`src/rtl/rr_pkg.sv`:
```
package rr_pkg;

  typedef enum logic [1:0] {
    RM_BURST      = 2'd0,
    RM_STEAL      = 2'd1,
    RM_STEAL_HOLD = 2'd2,
    RM_RSVD       = 2'd3
  } rec_mode_e;

  // Edge-recognised modes.
  function automatic logic is_steal(input logic [1:0] m);
    return (m == RM_STEAL) || (m == RM_STEAL_HOLD);
  endfunction

  // Pending flag seen by the sequencer.
  function automatic logic pend_fn(input logic [1:0] m, input logic act,
                                   input logic lvl, input logic dev,
                                   input logic auto_p);
    logic r;
    if (is_steal(m)) r = dev;
    else             r = act & lvl;
    return r | auto_p;
  endfunction

  // Bus retention decision sampled with the last strobe.
  function automatic logic retain_fn(input logic [1:0] m, input logic act,
                                     input logic lvl, input logic queued,
                                     input logic auto_p, input logic dev);
    logic r;
    case (m)
      RM_STEAL:      r = auto_p ? dev : queued;
      RM_STEAL_HOLD: r = 1'b1;
      default:       r = lvl;
    endcase
    return act & r;
  endfunction

endpackage

```
`src/rtl/rr_sync_edge.sv`:
```
module rr_sync_edge #(
  parameter int STAGES = 2
) (
  input  logic clk,
  input  logic rst_n,
  input  logic pin_n,
  output logic lvl,
  output logic fall_evt
);
  localparam int LAST = STAGES - 1;

  logic [LAST:0] chain;
  logic          prev;

  generate
    if (STAGES == 1) begin : g_one
      always_ff @(posedge clk or negedge rst_n)
        if (!rst_n) chain <= '0;
        else        chain <= ~pin_n;
    end else begin : g_many
      always_ff @(posedge clk or negedge rst_n)
        if (!rst_n) chain <= '0;
        else        chain <= {chain[LAST-1:0], ~pin_n};
    end
  endgenerate

  always_ff @(posedge clk or negedge rst_n)
    if (!rst_n) prev <= 1'b0;
    else        prev <= chain[LAST];

  assign lvl      = chain[LAST];
  assign fall_evt = chain[LAST] & ~prev;
endmodule

```
`src/rtl/rr_auto_start.sv`:
```
module rr_auto_start (
  input  logic clk,
  input  logic rst_n,
  input  logic chan_act,
  input  logic mixed_en,
  input  logic last_dtc,
  output logic auto_q
);
  logic act_d;
  logic act_rise;

  always_ff @(posedge clk or negedge rst_n)
    if (!rst_n) act_d <= 1'b0;
    else        act_d <= chan_act;

  assign act_rise = chan_act & ~act_d;

  always_ff @(posedge clk or negedge rst_n)
    if (!rst_n)                    auto_q <= 1'b0;
    else if (!chan_act)            auto_q <= 1'b0;
    else if (act_rise && mixed_en) auto_q <= 1'b1;
    else if (last_dtc)             auto_q <= 1'b0;
endmodule

```
`src/rtl/rr_steal_track.sv`:
```
module rr_steal_track (
  input  logic clk,
  input  logic rst_n,
  input  logic enable,
  input  logic chan_act,
  input  logic fall_evt,
  input  logic bus_owned,
  input  logic last_dtc,
  input  logic auto_busy,
  output logic dev_pend,
  output logic nxt_q
);
  logic done_dev;

  // A strobe completes the device operand only when no auto operand is in flight.
  assign done_dev = last_dtc & ~auto_busy;

  always_ff @(posedge clk or negedge rst_n)
    if (!rst_n) begin
      dev_pend <= 1'b0;
      nxt_q    <= 1'b0;
    end else if (!enable || !chan_act) begin
      dev_pend <= 1'b0;
      nxt_q    <= 1'b0;
    end else if (done_dev) begin
      dev_pend <= nxt_q | fall_evt;
      nxt_q    <= 1'b0;
    end else if (fall_evt) begin
      if (!dev_pend)      dev_pend <= 1'b1;
      else if (bus_owned) nxt_q    <= 1'b1;
    end
endmodule

```
`src/rtl/dma_req_qual.sv`:
```
module dma_req_qual #(
  parameter int SYNC_STAGES = 2
) (
  input  logic       clk,
  input  logic       rst_n,
  input  logic       req_n,
  input  logic [1:0] mode,
  input  logic       mixed_en,
  input  logic       chan_act,
  input  logic       bus_owned,
  input  logic       last_dtc,
  output logic       req_pend,
  output logic       keep_bus
);
  logic lvl;
  logic fall_evt;
  logic auto_q;
  logic dev_pend;
  logic nxt_q;
  logic steal_en;
  logic dev_edge;

  assign steal_en = rr_pkg::is_steal(mode);
  assign dev_edge = fall_evt & chan_act;

  rr_sync_edge #(.STAGES(SYNC_STAGES)) u_sync (
    .clk(clk), .rst_n(rst_n), .pin_n(req_n), .lvl(lvl), .fall_evt(fall_evt)
  );

  rr_auto_start u_auto (
    .clk(clk), .rst_n(rst_n), .chan_act(chan_act), .mixed_en(mixed_en),
    .last_dtc(last_dtc), .auto_q(auto_q)
  );

  rr_steal_track u_trk (
    .clk(clk), .rst_n(rst_n), .enable(steal_en), .chan_act(chan_act),
    .fall_evt(dev_edge), .bus_owned(bus_owned), .last_dtc(last_dtc),
    .auto_busy(auto_q), .dev_pend(dev_pend), .nxt_q(nxt_q)
  );

  assign req_pend = rr_pkg::pend_fn(mode, chan_act, lvl, dev_pend, auto_q);
  assign keep_bus = rr_pkg::retain_fn(mode, chan_act, lvl, nxt_q, auto_q, dev_pend);
endmodule

```
`config.mk`:
```
export PLATFORM = sky130hd
export DESIGN_NAME = dma_req_qual
export DESIGN_NICKNAME = d
export VERILOG_FILES = /design/src/rtl/rr_pkg.sv /design/src/rtl/rr_sync_edge.sv /design/src/rtl/rr_auto_start.sv /design/src/rtl/rr_steal_track.sv /design/src/rtl/dma_req_qual.sv
export SDC_FILE = /design/constraint.sdc
export NUM_CORES = 1
export LEC_CHECK = 0
export BUFFER_PORTS_ARGS = -buffer_cell sky130_fd_sc_hd__buf_2
export CORE_AREA = 2 2 39 41
export CTS_CLUSTER_DIAMETER = 40
export CTS_CLUSTER_SIZE = 24
export DETAILED_ROUTE_END_ITERATION = 6
export DIE_AREA = 0 0 41 43
export PLACE_DENSITY = 0.41
export SLEW_MARGIN = 15
export SYNTH_ARGS = -nofsm -noshare
export SYNTH_HDL_FRONTEND = slang
export SYNTH_SLANG_ARGS = --single-unit
```
`constraint.sdc`:
```
create_clock -name clk -period 1.2 [get_ports clk]
set_clock_uncertainty 0.15 [all_clocks]
set_input_delay 0.12 -clock clk [delete_from_list [all_inputs] [get_ports clk]]
set_output_delay 0.12 -clock clk [all_outputs]
set_load 0.05 [all_outputs]
```
==> results of run 1 <==
metrics by stage:
stage | hold slack, ns | total power, µW
after floorplan | -0.326 | 321
after global placement | -0.193 | 369
after detailed placement | -0.192 | 370
after CTS | 0.00584 | 607
after global routing | 0.0442 | 663
final | 0.0360 | 608
cells by family (layout without fill, tap and decap cells):
group	after synthesis	in the layout	synth area share (%)
compound gates	7	7	11.0
fa+ha+maj	2	2	7.60
buf+inv	6	31	6.84
flops	7	7	53.2
mux	2	2	6.46
simple gates	8	8	14.8
worst max path at each step:
stage / from / end / slack [ns] / depth (start not counted)
finish: u_auto.auto_q / keep_bus / -0.40 / 4
global route: u_auto.auto_q / req_pend / -0.46 / 6
CTS: u_auto.auto_q / keep_bus / -0.43 / 4
detailed placement: mode[0] / keep_bus / -0.21 / 7
global placement: mode[0] / keep_bus / -0.20 / 7
floorplan: u_auto.auto_q / keep_bus / -0.05 / 3
power by group through the flow:
stage	registers (µW)	logic (µW)	clock network [µW]
final	252	146	210
after global routing	253	161	249
after CTS	253	139	216
after detailed placement	256	114	0
after global placement	256	112	0
after floorplan	256	65.8	0
layout by cell type (no fill, tap or decap):
master | netlist | layout
a21oi_1 | 5 | 2
dfrtp_1 | 7 | 7
mux2i_1 | 1 | 1
a21oi_4 | 0 | 2
a21oi_2 | 0 | 1
and2b_2 | 1 | 1
mux2_4 | 0 | 1
nor3_4 | 0 | 1
and2_1 | 1 | 1
o22ai_1 | 1 | 1
o21ai_1 | 0 | 1
inv_1 | 6 | 5
nand2_1 | 2 | 2
nand3_1 | 1 | 1
dlygate4sd3_1 | 0 | 3
and4b_1 | 1 | 1
ha_1 | 2 | 2
buf_4 | 0 | 4
nand2b_1 | 1 | 1
inv_2 | 0 | 1
buf_6 | 0 | 6
clkinv_2 | 0 | 1
clkbuf_4 | 0 | 3
buf_2 | 0 | 8
critical path, cell delays in order (launching register included):
cell and delay (ns):
dfrtp_1 0.39, mux2_4 0.31, a21oi_4 0.15, a21oi_4 0.07, buf_6 0.15
timing repair:
action,4_1_cts,5_1_grt
endpoints found under the hold margin,9,0
setup endpoints to repair,4,5
gates resized for setup,8,3
cloned,0,0
hold buffers,3,0
pin swaps,2,3
buffers inserted,1,1
layout make-up:
class,instances,area [µm²]
Sequential cell,7,175
Tap cell,16,20.0
Clock inverter,1,5.00
Clock buffer,3,22.5
Timing Repair Buffer,21,168
Inverter,6,22.5
Multi-Input combinational cell,19,173
Fill cell,142,798
state kept, by name (all words and copies together) (netlist names):
name / flops
u_auto.act_d: 1
u_auto.auto_q: 1
u_sync.chain: 2
u_sync.prev: 1
u_trk.dev_pend: 1
u_trk.nxt_q: 1
per-layer routing:
layer  GRT usage, %  up-vias  wire length, µm
li1               -      159                -
met2           20.3        7              421
met1           12.8      130              306
met3           4.71        2               37
met5              0        -                0
met4           8.00        0                8
==> flow_summary.json, run 1 <==
{
  "status": "finished with violations",
  "via_count": 298,
  "crit_fanout": 2,
  "min_from": "chan_act",
  "seq_power_share_pct": 41.5,
  "clkPwrFrac_pct": 34.5,
  "reg2reg_slack_ns": -0.32,
  "cts_root_buf": "clkbuf_4",
  "fin_nets": 69,
  "final_cell_area_um2": 586,
  "synthFlopType": "dfrtp_1",
  "synthTopCellsByArea": "dfrtp_1 53%, a21oi_1 7.6%, ha_1 7.6%, inv_1 6.8%, mux2_1 3.4%",
  "min_to": "u_auto.auto_q",
  "critPathRequiredTime_ns": 0.93,
  "power_density_mw_per_mm2": 1040,
  "hold_violations": 0,
  "synthToLayoutAreaGrowth_pct": 77.9,
  "drc": 0,
  "final_cells": 73,
  "vias_per_cell": 4.08,
  "dp_hpwl_um": 577,
  "ys_warn_count": 0,
  "layout-drive-gt1-share_pct": 50.9,
  "drt-total-wl_um": 774,
  "hold_class": "primary input to flop",
  "power.share.switching_pct": 27.8,
  "synth-async-reset-ratio_pct": 100,
  "end_kind": "primary output",
  "die_h_um": 43,
  "grt_first_pass_wirelength_um": 1420,
  "synth_area_um2": 329,
  "violations": "negative setup slack",
  "synthTopCellsByCount": "7 x dfrtp_1, 6 x inv_1, 5 x a21oi_1, 2 x ha_1, 2 x nand2_1",
  "finalCritPeriodShare_pct": 133,
  "critPathArrivalTime_ns": 1.33,
  "cts.reportedPaths.clkPinSlew_ns": 0.06,
  "hold_depth": 2,
  "syn_inst": 32,
  "ir_drop_uv": 694,
  "grt_pass1_vias": 350,
  "synth_edf_count": 0,
  "fp.dieArea_mm2": 0.00176,
  "clkSinkCount": 7,
  "cap_violations": 0,
  "fmax_mhz": 625,
  "cp-start-kind": "flop",
  "fin_setup_tns_ns": -1.32,
  "dp.cells": 64,
  "r2r-end": "u_trk.dev_pend",
  "antenna_found_initial": 0,
  "portBuffers": 10,
  "p_int_uw": 439,
  "ant_nets": 0,
  "gp_congestion": 0.706,
  "overflow": 0,
  "post-place-ws_ns": -0.212,
  "yosys_register_bits": 7,
  "yosysMostFrequentCell": "dfrtp_1",
  "p_sw_uw": 169,
  "rr_worst_depth": 6,
  "synth_top_area_share_pct": 53.2,
  "routedWlPerCell_um": 10.6,
  "max_slew.worst_pin.slew_ns": 0.243,
  "drt-pass1-iter-count": 2,
  "relSlewSlack_pct": 83.8,
  "grt_max_degree": 8,
  "die_x_um": 41,
  "start_util_pct": 23.8,
  "place_area_um2": 470,
  "rr_startpoint": "u_auto.auto_q",
  "ctsHtreeMaxLevel": 1,
  "grtUsageTotal_pct": 12.6,
  "avgSynthCellArea_um2": 10.3,
  "synth_area_leader_cell": "dfrtp_1",
  "clock_latency_ns": 0.25,
  "cts_buffers": 3,
  "drt-initial-drc-count": 3,
  "rows": 14,
  "combPwrFrac_pct": 24.0,
  "yosysUniqueCellTypes": 15,
  "tritoncts": "yes",
  "core_mm2": 0.00138,
  "setup_viol": 5,
  "io_pins": 11,
  "clockBufferDepth": 2,
  "leakage_uw": 0.000303,
  "grt_setup_unrepaired": "true",
  "setup_ws_ns": -0.399,
  "final_max_slew_viol_count": 0,
  "worst-setup-path-type": "flop to primary output",
  "yosysSeqAreaShare_pct": 53.2,
  "diodes": 0,
  "fin_util_pct": 42.3,
  "synth_fp_nets": 43,
  "fin_crit_ns": 1.60
}
Note: power is estimated with default switching activity, not from simulation.
==> run 2: changes to the inputs <==
Settings changed: ABC_AREA set to 1, PLACE_DENSITY 0.41 to 0.43, TNS_END_PERCENT set to 1.
==> run 2 against run 1 <==
  * The run still ends with negative setup slack left
  * Clock power decreased by 4%
  * Synthesized area up 6.5%
  * Critical path depth rose by 3
  * Register-to-register slack better by 0.41 ns
  * Maximum frequency increased by 16%
  * Total power down 0.97%
  * Sequential power is essentially flat
  * Utilization decreased by 0.72 points
  * Synthesized cell count increased by 34%
  * Critical endpoint unchanged
  * Largest power group unchanged
==> flow_summary.json, run 2 <==
{
  "status": "finished with violations",
  "violations": "negative setup slack",
  "synthFlopType": "dfrtp_1",
  "synth_area_leader_cell": "dfrtp_1",
  "clkSinkCount": 7,
  "gp_congestion": 0.707,
  "overflow": 0,
  "max_slew.worst_pin.slew_ns": 0.202,
  "synth-async-reset-ratio_pct": 100,
  "crit_fanout": 2,
  "die_x_um": 41,
  "place_area_um2": 455,
  "final_common_cell": "nand2_1",
  "core_mm2": 0.00138,
  "critPathArrivalTime_ns": 1.11,
  "grt_max_degree": 8,
  "regMostFlops": "u_sync.chain",
  "cts.reportedPaths.clkPinSlew_ns": 0.05,
  "yosysSeqAreaShare_pct": 50.0,
  "synth_edf_count": 0,
  "cap_violations": 0,
  "synth_fp_nets": 54,
  "end_kind": "primary output",
  "leakage_uw": 0.000304,
  "grt_pass1_vias": 307,
  "cts_root_buf": "clkbuf_4",
  "drt-pass1-iter-count": 4,
  "fp.dieArea_mm2": 0.00176,
  "setup_viol": 2,
  "final_max_slew_viol_count": 0,
  "synthToLayoutAreaGrowth_pct": 64.3,
  "rows": 14,
  "critPathRequiredTime_ns": 0.93,
  "fill_cells": 147,
  "portBuffers": 10,
  "clockBufferDepth": 2,
  "clock_latency_ns": 0.24,
  "reg2reg_slack_ns": 0.09,
  "final_cell_area_um2": 576,
  "setup_ws_ns": -0.183,
  "drc": 0,
  "via_count": 336,
  "cts_buffers": 3,
  "finalCritPeriodShare_pct": 115,
  "cp-start-kind": "flop",
  "diodes": 0,
  "dp_hpwl_um": 545,
  "tritoncts": "yes",
  "io_pins": 11,
  "hold_class": "primary input to async pin",
  "hold_violations": 0,
  "yosys_register_bits": 7,
  "layout-drive-gt1-share_pct": 37.7,
  "ctsHtreeMaxLevel": 1,
  "p_total_uw": 602,
  "grtUsageTotal_pct": 10.7,
  "ir_drop_uv": 654,
  "routedWlPerCell_um": 9.42,
  "worst-setup-path-type": "flop to primary output",
  "largest_reg_flops": 2,
  "final_cell_mix": "10 x nand2_1, 8 x buf_2, 7 x buf_4, 7 x dfrtp_1, 6 x dlygate4sd3_1",
  "die_h_um": 43,
  "avgSynthCellArea_um2": 8.15,
  "grt_first_pass_wirelength_um": 1210,
  "synthTopCellsByArea": "dfrtp_1 50%, nand2_1 12%, inv_1 8.6%, ha_1 7.1%, nand3_1 7.1%",
  "fin_crit_ns": 1.38,
  "ant_nets": 0,
  "synthTopCellsByCount": "11 x nand2_1, 8 x inv_1, 7 x dfrtp_1, 5 x nand3_1, 5 x nor2_1",
  "power_density_mw_per_mm2": 1050,
  "drt-initial-drc-count": 2,
  "grt_setup_unrepaired": "true",
  "drt-total-wl_um": 801,
  "synth_top_area_share_pct": 50.0,
  "post-place-ws_ns": -0.0802,
  "vias_per_cell": 3.95,
  "relSlewSlack_pct": 86.4,
  "start_util_pct": 25.3,
  "ys_warn_count": 0,
  "yosysMostFrequentCell": "nand2_1",
  "synth_area_um2": 350,
  "fin_setup_tns_ns": -0.338,
  "fin_nets": 81,
  "fmax_mhz": 723,
  "antenna_found_initial": 0,
  "syn_inst": 43,
  "yosysUniqueCellTypes": 11
}
-- run 2: cell count changes in the layout (fill, tap and decap cells not counted), sizes merged, moves of 2 or more --
cell,previous run,this run
nand3,1,5
nand2,2,11
a21oi,5,1
nor2,0,6
inv,6,9
buf,18,16
dlygate4sd3,3,6
-- run 2: repair_timing --
action                     4_1_cts  5_1_grt
hold buffers                     6        0
buffers inserted                 1        2
setup endpoints to repair        2        3
hold endpoints to repair        11        0
gates resized for setup          5        1
pin swaps                        1        2
-- run 2: worst paths after layout --
check	start	depth (start not counted)	endpoint
max reg2reg	u_auto.auto_q	7	u_trk.dev_pend
min in group clk	chan_act	3	u_auto.auto_q
max	u_trk.dev_pend	7	keep_bus
min	rst_n	2	u_sync.prev
min reg2reg	u_sync.chain[0]	0	u_sync.chain[1]
max in group asynchronous	rst_n	2	u_auto.auto_q
-- run 2: worst max-delay path, cell delays in order (launching register included) --
cell and delay (ns):
dfrtp_1 0.39, inv_2 0.06, nand2_1 0.04, nand3_1 0.07, nand2_1 0.05, nand2_1 0.05
nand2_1 0.06, buf_6 0.15
-- run 2: stage by stage --
| step | hold slack, ns | utilization, % | std cells |
|---|---|---|---|
| 2_1_floorplan | -0.326 | - | 43 |
| 3_3_place_gp | -0.194 | 32.9 | 72 |
| 3_5_place_dp | -0.191 | 32.9 | 72 |
| 4_1_cts | 0.0701 | 40.3 | 83 |
| 5_1_grt | 0.0688 | 41.6 | 85 |
| 6_report | 0.0806 | 41.6 | 85 |
-- run 2: cells by family after synthesis --
logic type | share of synthesized area [%]
AOI/OAI and AO/OA | 5.71
buffers and inverters | 9.64
adders and majority gates | 7.14
DFF | 50.0
and+or+nand+nor | 27.5
-- run 2: routing by layer --
layer  track usage [%]  share of wire, %  wire, µm
met1              12.0                40       317
met2              15.9                56       451
met3              1.57               4.0        32
met4              10.0                 0         0
met5                 0                 0         0
-- run 2: layout make-up --
class                      count  area (µm²)  share of cell area (%)
inverter                       9        33.8                    5.87
multi-input combinational     27         156                    27.2
sequential                     7         175                    30.4
tap                           16        20.0                    3.48
timing repair buffer          22         164                    28.5
clock buffer                   4        26.3                    4.57
-- run 2: power breakdown --
group	leakage [µW]	total, µW	switching (µW)	internal [µW]
logic	0.000202	147	77.7	68.9
registers	0.0000873	254	6.53	248
clock network	0.0000150	201	74.9	126
total	0.000304	602	159	443
==> run 3: changes to the inputs <==
Settings changed: CORE_AREA 2 2 39 41 to 5 5 42 44, DIE_AREA 0 0 41 43 to 0 0 47 49.
==> run 3 against run 2 <==
  * The flow still finishes with violations (negative setup slack)
  * Non-clock buffer count stayed put
  * Sequential power hardly changed
  * Flip-flop and latch count stayed put
  * Global-route usage is 3.1 points lower
  * Sequential share of layout area is 0.26 points lower
  * Combinational power hardly changed
  * Hold slack worse by 0.016 ns
  * Highest routed layer is now met4
==> flow_summary.json, run 3 (synthesized netlist as in run 2, its figures left out) <==
{
  "fill_cells": 159,
  "drt-total-wl_um": 733,
  "clkSinkCount": 7,
  "r2r-end": "u_trk.dev_pend",
  "hold_violations": 0,
  "leakage_uw": 0.000302,
  "antenna_found_initial": 0,
  "end_kind": "primary output",
  "critPathRequiredTime_ns": 0.93,
  "ir_drop_uv": 452,
  "finalCritPeriodShare_pct": 115,
  "final_cell_mix": "10 x nand2_1, 8 x buf_2, 7 x buf_4, 7 x dfrtp_1, 6 x dlygate4sd3_1",
  "final_max_slew_viol_count": 0,
  "cts_root_buf": "clkbuf_4",
  "drt-met1-wl_um": 324,
  "regMostFlops": "u_sync.chain",
  "drt-initial-drc-count": 2,
  "min_to": "u_auto.auto_q",
  "fmax_mhz": 727,
  "portBuffers": 10,
  "wl_met2_um": 349,
  "diodes": 0,
  "ant_nets": 0,
  "drc": 0,
  "final_common_cell": "nand2_1",
  "wl_met3_um": 54,
  "rr_startpoint": "u_auto.auto_q",
  "highest-signal-layer": "met4",
  "hold_depth": 3,
  "setup_ws_ns": -0.176,
  "cap_violations": 0,
  "place_area_um2": 470,
  "max_slew.worst_pin.slew_ns": 0.183,
  "fp.dieArea_mm2": 0.00230,
  "overflow": 0,
  "min_from": "chan_act",
  "die_h_um": 49,
  "clockBufferDepth": 2,
  "io_pins": 11,
  "grt_pass1_vias": 298,
  "register_area_um2": 175,
  "critPathArrivalTime_ns": 1.11,
  "routedWlPerCell_um": 8.62,
  "final_cell_area_um2": 581,
  "grt_max_degree": 8,
  "rows": 14,
  "fin_nets": 81,
  "status": "finished with violations",
  "via_count": 358,
  "rr_worst_depth": 7,
  "layout-drive-gt1-share_pct": 40.6,
  "grt_first_pass_wirelength_um": 1240,
  "hold_class": "primary input to flop",
  "cts_buffers": 3,
  "cts.reportedPaths.clkPinSlew_ns": 0.05,
  "tritoncts": "yes",
  "grtUsageTotal_pct": 7.59,
  "worst-setup-path-type": "flop to primary output",
  "clock_latency_ns": 0.24,
  "multi_input_area_um2": 161,
  "dp_hpwl_um": 611,
  "p_total_uw": 602,
  "gp_congestion": 0.729,
  "crit_fanout": 2,
  "vias_per_cell": 4.21,
  "relSlewSlack_pct": 87.7,
  "power_density_mw_per_mm2": 1040,
  "setup_viol": 2,
  "die_x_um": 47,
  "violations": "negative setup slack",
  "start_util_pct": 25.0,
  "ctsHtreeMaxLevel": 1,
  "grt_setup_unrepaired": "true",
  "largest_reg_flops": 2,
  "crit_start": "u_trk.nxt_q",
  "core_mm2": 0.00140,
  "drt-pass1-iter-count": 4,
  "cp-start-kind": "flop",
  "synthToLayoutAreaGrowth_pct": 65.7,
  "reg2reg_slack_ns": 0.08,
  "fin_crit_ns": 1.38
}
[run 3: critical path, cell delays in order (launching register included)]
cell and delay, ns:
dfrtp_1 0.39, inv_2 0.07, nand2_2 0.05, nand3_2 0.06
nand2_1 0.05, nand2_1 0.05, nand2_1 0.05, buf_6 0.15
[run 3: how the worst max path moves through the flow]
stage	cells past startpoint	end
floorplan	2	req_pend
detailed placement	6	req_pend
global route	7	keep_bus
finish	7	keep_bus
global placement	6	req_pend
CTS	7	keep_bus
[run 3: power by group]
group | switching [µW] | total, µW | leakage, µW | internal, µW
registers | 5.38 | 253 | 0.0000873 | 248
logic | 76.5 | 145 | 0.000200 | 68.4
clock network | 77.3 | 204 | 0.0000150 | 126
total | 159 | 602 | 0.000302 | 442
[run 3: area by class of cell]
cell class	instances	share of cell area, %
Clock buffer	4	4.53
Inverter	9	5.82
Multi-Input combinational cell	27	27.8
Sequential cell	7	30.2
Tap cell	16	3.45
Timing Repair Buffer	22	28.2
[run 3: per-layer routing]
metal  up-vias  GRT usage, %
met4         0          4.15
met2        10          10.4
met1       162          9.46
li1        184             -
met3         2          3.69
met5         -             0
[run 3: metrics by stage]
stage               cells  hold WS, ns  setup WS [ns]  TNS (ns)  util, %
floorplan              43       -0.326         -0.259    -0.259        -
global placement       74       -0.183        -0.0570    -0.102     33.6
detailed placement     74       -0.187        -0.0737    -0.113     33.6
CTS                    84       0.0605         -0.188    -0.341     40.4
global route           85       0.0578         -0.255    -0.488     41.4
finish                 85       0.0643         -0.176    -0.323     41.4
[run 3: what timing repair did]
item                                    in CTS  in global routing
pin swaps                                    0                  2
hold buffers                                 6                  0
gates resized for setup                      4                  4
endpoints found under the setup margin       2                  2
hold endpoints to repair                    11                  0
setup buffers                                0                  1
